**src/rtl/gain_step_pkg.sv**
```systemverilog
package gain_step_pkg;
  localparam int CODE_W = 6;
  typedef logic [CODE_W-1:0] code_t;
  typedef logic signed [CODE_W:0] steps_t;

  // power-up word chosen by the select pins {b,a}
  function automatic code_t pup_code(input logic sel_a, input logic sel_b);
    code_t c;
    case ({sel_b, sel_a})
      2'b00:   c = 6'b000000;
      2'b01:   c = 6'b001111;
      2'b10:   c = 6'b011111;
      default: c = 6'b111111;
    endcase
    return c;
  endfunction

  // active-low binary weighted code to signed half-dB steps
  function automatic steps_t code_to_steps(input code_t c);
    steps_t mag;
    mag = $signed({1'b0, ~c});
    return -mag;
  endfunction
endpackage

```
**src/rtl/gain_ser_shift.sv**
```systemverilog
module gain_ser_shift
  import gain_step_pkg::*;
(
  input  logic  clk,
  input  logic  rst,
  input  logic  shift_ok,
  input  logic  sdi,
  input  logic  sclk,
  output code_t shift_q,
  output logic  shift_evt,
  output logic  sdo
);
  logic sclk_q;

  assign shift_evt = shift_ok & sclk & ~sclk_q;

  always_ff @(posedge clk) begin
    if (rst) begin
      sclk_q  <= 1'b0;
      shift_q <= '0;
    end else begin
      sclk_q <= sclk;
      if (shift_evt) shift_q <= {shift_q[CODE_W-2:0], sdi};
    end
  end

  assign sdo = shift_q[CODE_W-1];
endmodule

```
**src/rtl/gain_pu_timer.sv**
```systemverilog
module gain_pu_timer #(
  parameter int PU_CYCLES = 20_000_000
) (
  input  logic clk,
  input  logic rst,
  output logic ready,
  output logic fire
);
  localparam int CNT_W = $clog2(PU_CYCLES + 1);
  localparam logic [CNT_W-1:0] LAST = CNT_W'(PU_CYCLES - 1);

  logic [CNT_W-1:0] cnt;

  assign fire = ~ready & (cnt == LAST);

  always_ff @(posedge clk) begin
    if (rst) begin
      cnt   <= '0;
      ready <= 1'b0;
    end else if (fire) begin
      ready <= 1'b1;
    end else if (!ready) begin
      cnt <= cnt + 1'b1;
    end
  end
endmodule

```
**src/rtl/gain_ctrl_reg.sv**
```systemverilog
module gain_ctrl_reg
  import gain_step_pkg::*;
(
  input  logic  clk,
  input  logic  rst,
  input  logic  pu_fire,
  input  logic  pu_ready,
  input  logic  latch_en,
  input  code_t init_word,
  input  code_t xfer_word,
  output code_t ctrl_q
);
  always_ff @(posedge clk) begin
    if (rst)                      ctrl_q <= '0;
    else if (pu_fire)             ctrl_q <= init_word;
    else if (pu_ready && latch_en) ctrl_q <= xfer_word;
  end
endmodule

```
**src/rtl/gain_step_ctrl.sv**
```systemverilog
module gain_step_ctrl
  import gain_step_pkg::*;
#(
  parameter int PU_CYCLES = 20_000_000
) (
  input  logic        clk,
  input  logic        rst,
  input  logic        mode_serial,
  input  logic        ser_data,
  input  logic        ser_clk,
  input  logic        latch_en,
  input  logic [5:0]  par_word,
  input  logic        pu_sel_a,
  input  logic        pu_sel_b,
  output logic        ser_out,
  output logic [5:0]  ctrl_word,
  output logic signed [6:0] gain_halfdb
);
  code_t shift_q, init_word, xfer_word;
  logic  shift_evt, pu_ready, pu_fire;

  gain_ser_shift u_shift (
    .clk(clk), .rst(rst), .shift_ok(mode_serial & ~latch_en),
    .sdi(ser_data), .sclk(ser_clk),
    .shift_q(shift_q), .shift_evt(shift_evt), .sdo(ser_out)
  );

  gain_pu_timer #(.PU_CYCLES(PU_CYCLES)) u_timer (
    .clk(clk), .rst(rst), .ready(pu_ready), .fire(pu_fire)
  );

  assign init_word = latch_en ? code_t'(par_word) : pup_code(pu_sel_a, pu_sel_b);
  assign xfer_word = mode_serial ? shift_q : code_t'(par_word);

  gain_ctrl_reg u_ctrl (
    .clk(clk), .rst(rst), .pu_fire(pu_fire), .pu_ready(pu_ready),
    .latch_en(latch_en), .init_word(init_word), .xfer_word(xfer_word),
    .ctrl_q(ctrl_word)
  );

  assign gain_halfdb = code_to_steps(ctrl_word);
endmodule

```
**config.mk**
```make
export PLATFORM = sky130hd
export DESIGN_NAME = gain_step_ctrl
export DESIGN_NICKNAME = d
export VERILOG_FILES = /design/src/rtl/gain_step_pkg.sv /design/src/rtl/gain_ser_shift.sv /design/src/rtl/gain_pu_timer.sv /design/src/rtl/gain_ctrl_reg.sv /design/src/rtl/gain_step_ctrl.sv
export SDC_FILE = /design/constraint.sdc
export NUM_CORES = 1
export LEC_CHECK = 0
export ABC_AREA = 1
export ABC_CLOCK_PERIOD_IN_PS = 2000
export BUFFER_PORTS_ARGS = -buffer_cell sky130_fd_sc_hd__buf_2
export CORE_AREA = 5 5 76 78
export DETAILED_ROUTE_END_ITERATION = 6
export DIE_AREA = 0 0 81 83
export GPL_TIMING_DRIVEN = 0
export HOLD_SLACK_MARGIN = 0.08
export PLACE_DENSITY = 0.8
export SLEW_MARGIN = 0
export SYNTH_ARGS = -nofsm -noshare
export SYNTH_HDL_FRONTEND = slang
export SYNTH_HIERARCHICAL = 1
export SYNTH_SLANG_ARGS = --single-unit
```
**constraint.sdc**
```tcl
create_clock -name clk -period 2 [get_ports clk]
set_input_delay 0.4 -clock clk [delete_from_list [all_inputs] [get_ports clk]]
set_output_delay 0.4 -clock clk [all_outputs]
set_load 0.1 [all_outputs]
```
# Yosys cells after proc, flatten, opt, wreduce, memory -nomap -nowiden
# Cells that the tools add are included.
# word_totals
ff_bits,39
in_bits,14
out_inout_bits,14
wordCells,28
# classes
add_sub_neg,2
n_eq_ne,3
n_mux,5
bitwise,9
reduce_logical,4
# ops
op,count
$add A25 B1 Y25 const B,1
$eq A25 B25 Y1 const B,1
$mux W6,4
$pmux W6 S3,1
$neg A6 Y7,1
$not A6 Y6,1
$and A1 B1 Y1,4
$not A1 Y1,4
$eq A2 B1 Y1 const B,1
$eq A2 B2 Y1 const B,1
$logic_not A2 Y1,1
$reduce_and A2 Y1,1
$reduce_bool A2 Y1,1
$logic_and A1 B1 Y1,1

# Depth between registers and ports, before layout
# Gate-level depths: netlist (run 1).
# depth
word_depth,4
ltp_mapped,12
depth_no_buf,10

# Cells and area by module
# Netlist (run 1), hierarchy kept.
# modules_own_cells
module,instances,cells_per_inst,area_each_um2,seq_area_each_um2
gain_pu_timer,1,264,1636.6,520.5
gain_ctrl_reg,1,60,406.6,120.1
gain_ser_shift,1,45,300.3,140.1
gain_step_ctrl,1,47,241.5,0.0

# Worst setup path before layout (run 1)
# OpenSTA, ideal clock, no wires.
# synth_path
path_type,reg-to-output
start,reg u_ctrl.ctrl_q[1]
end,out gain_halfdb[4]
arrival_time_ps,3057
required_ps,1600
path_slack_ps,-1457
path_stages_with_launch,4
n_path_buf,0
path_cell_list,dfxtp_1 ha_1 nand3_1 xnor2_1
# synth_between
elab_chain_cells,2
# synth_lines
element,line_no,text
start: declaration,gain_ctrl_reg.sv:11,output code_t ctrl_q
start signal: assignment,gain_ctrl_reg.sv:15,else if (pu_fire) ctrl_q <= init_word;
start signal: assignment,gain_ctrl_reg.sv:16,else if (pu_ready && latch_en) ctrl_q <= xfer_word;
$not A6 Y6,gain_step_pkg.sv:21,"mag = $signed({1'b0, ~c});"
$neg A6 Y7,gain_step_pkg.sv:22,return -mag;
end: declaration,gain_step_ctrl.sv:17,output logic signed [6:0] gain_halfdb
# Every way passes these cells.

# Worst setup path after layout (run 1)
# layout_path
start,reg u_timer.cnt[1]
end,reg u_ctrl.ctrl_q[0]
# layout_between
elab_chain_cells,3
word_cells_on_any_way,4
classes_between,1 x eq/ne; 1 x mux; 1 x bitwise; 1 x reduce/logical
# layout_lines
element,line_no,text
start: declaration,gain_pu_timer.sv:12,logic [CNT_W-1:0] cnt;
start signal: assignment,gain_pu_timer.sv:23,cnt <= cnt + 1'b1;
$eq A25 B25 Y1 *,gain_pu_timer.sv:14,assign fire = ~ready & (cnt == LAST);
$and A1 B1 Y1 *,gain_pu_timer.sv:14,
via pu_fire,gain_step_ctrl.sv:20,"logic shift_evt, pu_ready, pu_fire;"
$mux W6 / $reduce_bool A2 Y1 (equally long branches),--,
# The timed path passes the listed nets; every way through them passes the cells marked *.
# A chain may end at the register's enable or synchronous reset.

==> results.py, run 1 <==
metrics = {
    "outcome": {
        "status": "finished, final reports clean",
    },
    "pwr": {
        "clkPwrFrac": 0.433,
        "seqPwrFrac": 0.501,
        "leakage_nw": 1.35,
        "internal-power_mw": 1.20,
        "power.density_nw_per_um2": 517,
        "max-vdd-ir-drop_uv": 477,
        "p_switching_mw": 0.381,
        "p_comb_frac": 0.066,
        "swShare": 0.242,
    },
    "critical_path": {
        "cp.required_ns": 2.19,
        "worstRegToRegCells": 12,
        "worst-endpoint-arrival_ns": 2.09,
        "crit_type": "flip-flop to flip-flop",
        "critPathCaptureType": "flip-flop",
        "start_kind": "flip-flop",
        "cp_max_fo": 10,
    },
    "final_layout": {
        "fin_nets": 468,
        "area_growth_pct": 18.1,
        "instances_no_fill": 523,
        "drive_gt1_frac": 0.192,
        "antenna_cells": 0,
    },
    "sta": {
        "fin_hold_ws_ns": 0.319,
        "finClkSkew_ns": 0.0145,
        "rsz0062_at_grt": "no",
        "setup_viol": 0,
        "drv_slew": 0,
        "timing.fmax_mhz": 526,
        "period_share": 0.951,
        "maxSlewHeadroom": 0.646,
        "finalHoldViolCount": 0,
        "fin_crit_ns": 1.90,
        "max_slew.worst_pin.slew_ns": 0.531,
    },
    "clock_tree": {
        "htreeDepth": 2,
        "path_clk_slew_ns": 0.09,
        "cts_max_path_buffers": 2,
        "insertion_delay_ns": 0.30,
        "cts_buffers": 5,
        "clock-root-buffer": "clkbuf_8",
        "cts_tree": "built",
        "clock_sinks": 39,
    },
    "synthesis": {
        "ys_warn_count": 6,
        "synthCells": 415,
        "synth_fp_nets": 431,
        "avgSynthCellArea_um2": 6.22,
        "syn_area_um2": 2580,
    },
    "die": {
        "coreArea_um2": 5010,
        "rows": 26,
        "die_h_um": 83,
        "die_x_um": 81,
        "ios": 28,
        "start_util": 0.515,
        "dieArea_um2": 6720,
    },
    "route": {
        "ant_nets": 0,
        "num_vias": 2562,
        "post-route-drc-count": 0,
        "routedWlPerCell_um": 11.5,
        "drt-pass1-iter-count": 5,
        "drt_iter0_drc": 140,
        "vias_per_cell": 4.90,
        "totalWireLength_mm": 6.00,
    },
    "min_path": {
        "hold_path_depth": 3,
        "holdCritPathClass": "primary input to flip-flop",
    },
    "grt": {
        "grt_first_pass_wirelength_mm": 10.2,
        "antenna_found_initial": 0,
        "track_usage": 0.188,
        "grt_pass1_vias": 2371,
        "grt_max_degree": 15,
        "grt-ovfl-total": 0,
    },
    "placed_design": {
        "gp_congestion": 0.956,
        "port_buffers": 27,
        "place_inst": 512,
        "dpl.hpwl_mm": 4.54,
    },
    "flow_run": {
        "drv_cap": 0,
    },
}
==> final timing paths <==
| check | startpoint | to | slack (ns) |
|---|---|---|---|
| max | u_timer/cnt[1] | u_ctrl/ctrl_q[0] | 0.1 |
| min | ser_data | u_shift/shift_q[0] | 0.32 |
| max reg2reg | u_timer/cnt[1] | u_ctrl/ctrl_q[0] | 0.1 |
| min reg2reg | u_timer/cnt[6] | u_timer/cnt[6] | 0.51 |
==> what timing repair did <==
| action | 4_1_cts | 5_1_grt |
|---|---|---|
| setup buffers | 0 | 3 |
| resized for setup | 4 | 0 |
| pin swaps | 0 | 1 |
| endpoints found under the setup margin | 6 | 6 |
| cloned | 0 | 0 |
| hold buffers | 0 | 0 |
==> placed cells by master (no fill, tap or decap), types with 3 or more instances in the layout <==
cell	n
dfxtp_4	6
nand4_1	8
nand2_4	4
o21ai_0	15
nor2_4	3
a21oi_1	20
buf_6	4
nand2_1	137
nand2_2	6
clkbuf_8	5
xor2_1	6
buf_2	29
dfxtp_1	32
nand3_2	8
xnor2_1	6
buf_4	5
nor2_1	68
nand3b_1	4
nand3_1	18
inv_1	47
==> routing by layer <==
layer | vias up | part of all wire | global-route usage
met5 | - | 0 | 0
met4 | 0 | 0.019 | 0.0661
met3 | 11 | 0.054 | 0.0390
met2 | 67 | 0.48 | 0.323
met1 | 1120 | 0.44 | 0.227
li1 | 1364 | - | -
==> power groups by stage <==
stage | registers (mW) | clock network [mW] | logic [mW]
finish | 0.790 | 0.683 | 0.105
global route | 0.792 | 0.740 | 0.119
CTS | 0.790 | 0.706 | 0.105
detailed placement | 0.808 | 0 | 0.104
global placement | 0.807 | 0 | 0.101
floorplan | 0.812 | 0 | 0.0635
==> through the flow <==
stage	setup TNS (ns)	worst slack [ns]	cell area, µm²	total power [mW]	utilization
floorplan	-0.168	-0.0735	2680	0.876	-
global placement	-0.237	-0.0794	2900	0.909	0.578
detailed placement	-0.199	-0.0669	2900	0.912	0.578
CTS	0	0.00224	3030	1.60	0.604
global route	0	0.00900	3050	1.65	0.609
finish	0	0.0973	3050	1.58	0.609
==> worst max-delay path: stages (launching register included) <==
cell     delay [ns]
dfxtp_1        0.38
ha_2           0.23
inv_1          0.07
nor2_4         0.12
nand2_4        0.09
nor4_2         0.29
buf_6          0.16
inv_6          0.03
buf_12         0.13
nand2_2        0.05
nand2_1        0.04
nor2_1         0.12
nor2_1         0.05
==> layout make-up <==
| cell class | instances | area, µm² |
|---|---|---|
| well taps | 70 | 87.6 |
| multi-input cells | 316 | 1590 |
| inverters | 49 | 193 |
| clock inverters | 3 | 47.5 |
| plain buffers | 11 | 95.1 |
| clock buffers | 5 | 68.8 |
| fillers | 488 | 1960 |
| repair buffers | 30 | 160 |
| flip-flops and latches | 39 | 805 |
==> registers in the layout, summed over array words and instances, names as in the netlist <==
signal           count
u_ctrl/ctrl_q        6
u_timer/cnt         25
u_timer/ready        1
u_shift/sclk_q       1
u_shift/shift_q      6
Note: power is estimated with default switching activity, not from simulation.
==> run 2: changes to the inputs <==
--- a/config.mk
+++ b/config.mk
@@ -5,15 +5,14 @@
 export SDC_FILE = /design/constraint.sdc
 export NUM_CORES = 1
 export LEC_CHECK = 0
-export ABC_AREA = 1
 export ABC_CLOCK_PERIOD_IN_PS = 2000
 export BUFFER_PORTS_ARGS = -buffer_cell sky130_fd_sc_hd__buf_2
-export CORE_AREA = 5 5 76 78
+export CORE_AREA = 5 5 72 74
 export DETAILED_ROUTE_END_ITERATION = 6
-export DIE_AREA = 0 0 81 83
+export DIE_AREA = 0 0 77 79
 export GPL_TIMING_DRIVEN = 0
 export HOLD_SLACK_MARGIN = 0.08
-export PLACE_DENSITY = 0.8
+export PLACE_DENSITY = 0.78
 export SLEW_MARGIN = 0
 export SYNTH_ARGS = -nofsm -noshare
 export SYNTH_HDL_FRONTEND = slang
==> run 2 against run 1 <==
The run now ends with negative setup slack left; sequential cell count is the same; critical path depth shrank 6; synthesized area shrank 15%; non-clock buffer count grew 10; critical endpoint unchanged; largest power group unchanged; routed wire length shrank 18%; clock skew shrank 0.0055 ns; worst hold slack gained 0.050 ns.
==> results.py, run 2 <==
metrics = {
    "synthesis": {
        "synthCells": 246,
        "synthArstFlopShare": 0,
        "synth_common_cells": "dfxtp_1, nor2_1, nand2_1",
        "synth_top_flop_cell": "dfxtp_1",
        "synth_top_area_cell": "dfxtp_1",
        "ys_seq_elements": 39,
        "yosysTopAreaCellShare": 0.355,
        "ys_warn_count": 6,
        "avgSynthCellArea_um2": 8.93,
        "synthTopCellsByArea": "dfxtp_1, nor2_1, a2111oi_2",
        "syn_area_um2": 2200,
        "synth.distinct_cells": 46,
        "seq_area_frac_synth": 0.355,
        "synth_fp_nets": 262,
        "synth.most_common_cell": "dfxtp_1",
        "synth-edff-count": 0,
    },
    "critical_path": {
        "regToRegSetupSlack_ns": -0.16,
        "worst_r2r_startpoint": "u_timer/cnt[17]",
        "crit_path_start": "u_timer/cnt[17]",
        "cp_max_fo": 5,
        "crit_type": "flip-flop to flip-flop",
        "critPathCaptureType": "flip-flop",
        "start_kind": "flip-flop",
        "setup.worst_path.end": "u_ctrl/ctrl_q[0]",
        "cp.required_ns": 2.18,
        "worstReg2RegEnd": "u_ctrl/ctrl_q[0]",
        "worstRegToRegCells": 6,
        "worst-endpoint-arrival_ns": 2.34,
    },
    "final_layout": {
        "reg_top3": "u_timer/cnt (25), u_ctrl/ctrl_q (6), u_shift/shift_q (6)",
        "final_cell_mix": "dfxtp_1, nor2_1, buf_2",
        "drive_gt1_frac": 0.366,
        "antenna_cells": 0,
        "fin_nets": 310,
        "area_growth_pct": 30.1,
        "largest_reg_flops": 25,
        "largest-register": "u_timer/cnt",
        "seqCellArea_um2": 811,
        "design_area_um2": 2860,
        "final_common_cell": "dfxtp_1",
        "fillerInstances": 365,
        "multi_input_area_um2": 1480,
    },
    "placed_design": {
        "port_buffers": 27,
        "gp_congestion": 0.795,
        "dpl_cell_area_um2": 2500,
        "dpl.hpwl_mm": 3.33,
    },
    "pwr": {
        "max-vdd-ir-drop_uv": 351,
        "leakage_nw": 1.14,
        "power.density_nw_per_um2": 529,
        "power_mw": 1.51,
    },
    "grt": {
        "grt_max_degree": 17,
        "track_usage": 0.160,
        "antenna_found_initial": 0,
        "grt-ovfl-total": 0,
        "grt_first_pass_wirelength_mm": 8.00,
        "grt_pass1_vias": 1777,
    },
    "min_path": {
        "holdCritPathClass": "primary input to flip-flop",
    },
    "route": {
        "dr_wl_met2_mm": 2.45,
        "wl_met1_mm": 2.07,
        "routedWlPerCell_um": 14.1,
        "totalWireLength_mm": 4.91,
        "wl_met3_um": 270,
        "post-route-drc-count": 0,
        "ant_nets": 0,
        "num_vias": 1908,
        "drt_iter0_drc": 72,
        "topRoutingLayerUsed": "met4",
        "drt-pass1-iter-count": 4,
        "vias_per_cell": 5.47,
    },
    "clock_tree": {
        "htreeDepth": 2,
        "ctsHoldBuffers": 0,
        "cts_buffers": 5,
        "insertion_delay_ns": 0.29,
        "clock-root-buffer": "clkbuf_8",
        "clock_sinks": 39,
        "cts_max_path_buffers": 2,
        "path_clk_slew_ns": 0.08,
        "cts_tree": "built",
    },
    "die": {
        "ios": 28,
        "dieArea_um2": 6080,
        "coreArea_um2": 4540,
        "rows": 25,
        "die_h_um": 79,
        "start_util": 0.484,
        "die_x_um": 77,
    },
    "flow_run": {
        "drv_cap": 0,
    },
    "sta": {
        "max_slew.worst_pin.slew_ns": 0.503,
        "finalHoldViolCount": 0,
        "fin_hold_ws_ns": 0.370,
        "finalSetupTns_ns": -1.12,
        "fin_ws_ns": -0.159,
        "finClkSkew_ns": 0.00906,
        "rsz0062_at_grt": "yes",
        "setup_viol": 12,
        "fin_crit_ns": 2.16,
        "timing.fmax_mhz": 463,
        "drv_slew": 0,
        "maxSlewHeadroom": 0.665,
        "period_share": 1.08,
    },
    "outcome": {
        "status": "finished with violations",
        "failed_checks": "negative setup slack",
    },
}
==> run 2: stage by stage <==
step / cells / utilization / setup slack (ns)
floorplan: 246 / - / -0.0929
global placement: 327 / 0.551 / -0.239
detailed placement: 327 / 0.551 / -0.328
CTS: 339 / 0.597 / -0.0722
global route: 349 / 0.630 / -0.229
finish: 349 / 0.630 / -0.159
==> run 2: how the worst min path moves through the flow <==
stage	start	to	depth (start not counted)
floorplan	u_timer/cnt[19]	u_timer/cnt[19]	2
global placement	u_shift/shift_q[5]	u_shift/shift_q[5]	2
detailed placement	u_timer/cnt[19]	u_timer/cnt[19]	2
CTS	ser_data	u_shift/shift_q[0]	3
global route	ser_data	u_shift/shift_q[0]	3
finish	ser_data	u_shift/shift_q[0]	3
==> run 2: routing by layer <==
layer | vias up | track usage
met5 | - | 0
met4 | 0 | 0.0636
met3 | 11 | 0.0522
met2 | 40 | 0.267
met1 | 893 | 0.191
li1 | 964 | -
==> run 2: cells by family (layout without fill, tap and decap cells) <==
kind of cell | after synthesis | in the layout | share of synthesized area
AOI/OAI and AO/OA | 31 | 31 | 0.117
xor gates and xnor gates | 19 | 19 | 0.0757
adders and majority gates | 2 | 2 | 0.0114
buffers and inverters | 26 | 74 | 0.0592
DFF | 39 | 39 | 0.355
muxes | 12 | 12 | 0.0575
and+or+nand+nor | 117 | 118 | 0.324
==> run 2: power by group <==
group / leakage (nW) / total [mW] / switching [mW] / internal, mW
registers: 0.322 / 0.779 / 0.00556 / 0.773
logic: 0.761 / 0.0954 / 0.0559 / 0.0396
clock network: 0.0524 / 0.639 / 0.266 / 0.373
total: 1.14 / 1.51 / 0.327 / 1.19
==> run 2: cell type report <==
class | count | area share
plain buffers | 11 | 0.0298
clock buffers | 7 | 0.0267
clock inverters | 1 | 0.0105
inverters | 15 | 0.0214
multi-input cells | 182 | 0.516
flip-flops and latches | 39 | 0.284
well taps | 54 | 0.0236
repair buffers | 40 | 0.0880
==> run 2: timing repair <==
item | CTS | global route
cloned | 1 | 1
setup buffers | 3 | 9
hold endpoints to repair | 0 | 0
pin swaps | 5 | 8
gates resized for setup | 17 | 22
endpoints found under the setup margin | 10 | 17
==> run 2: critical path, cell delays in order, from the launching register on <==
cell and delay (ns):
dfxtp_4 0.35, or4b_4 0.55, nor3_4 0.23, nor2b_4 0.20
and2_4 0.19, and4bb_2 0.25, a2111oi_4 0.28
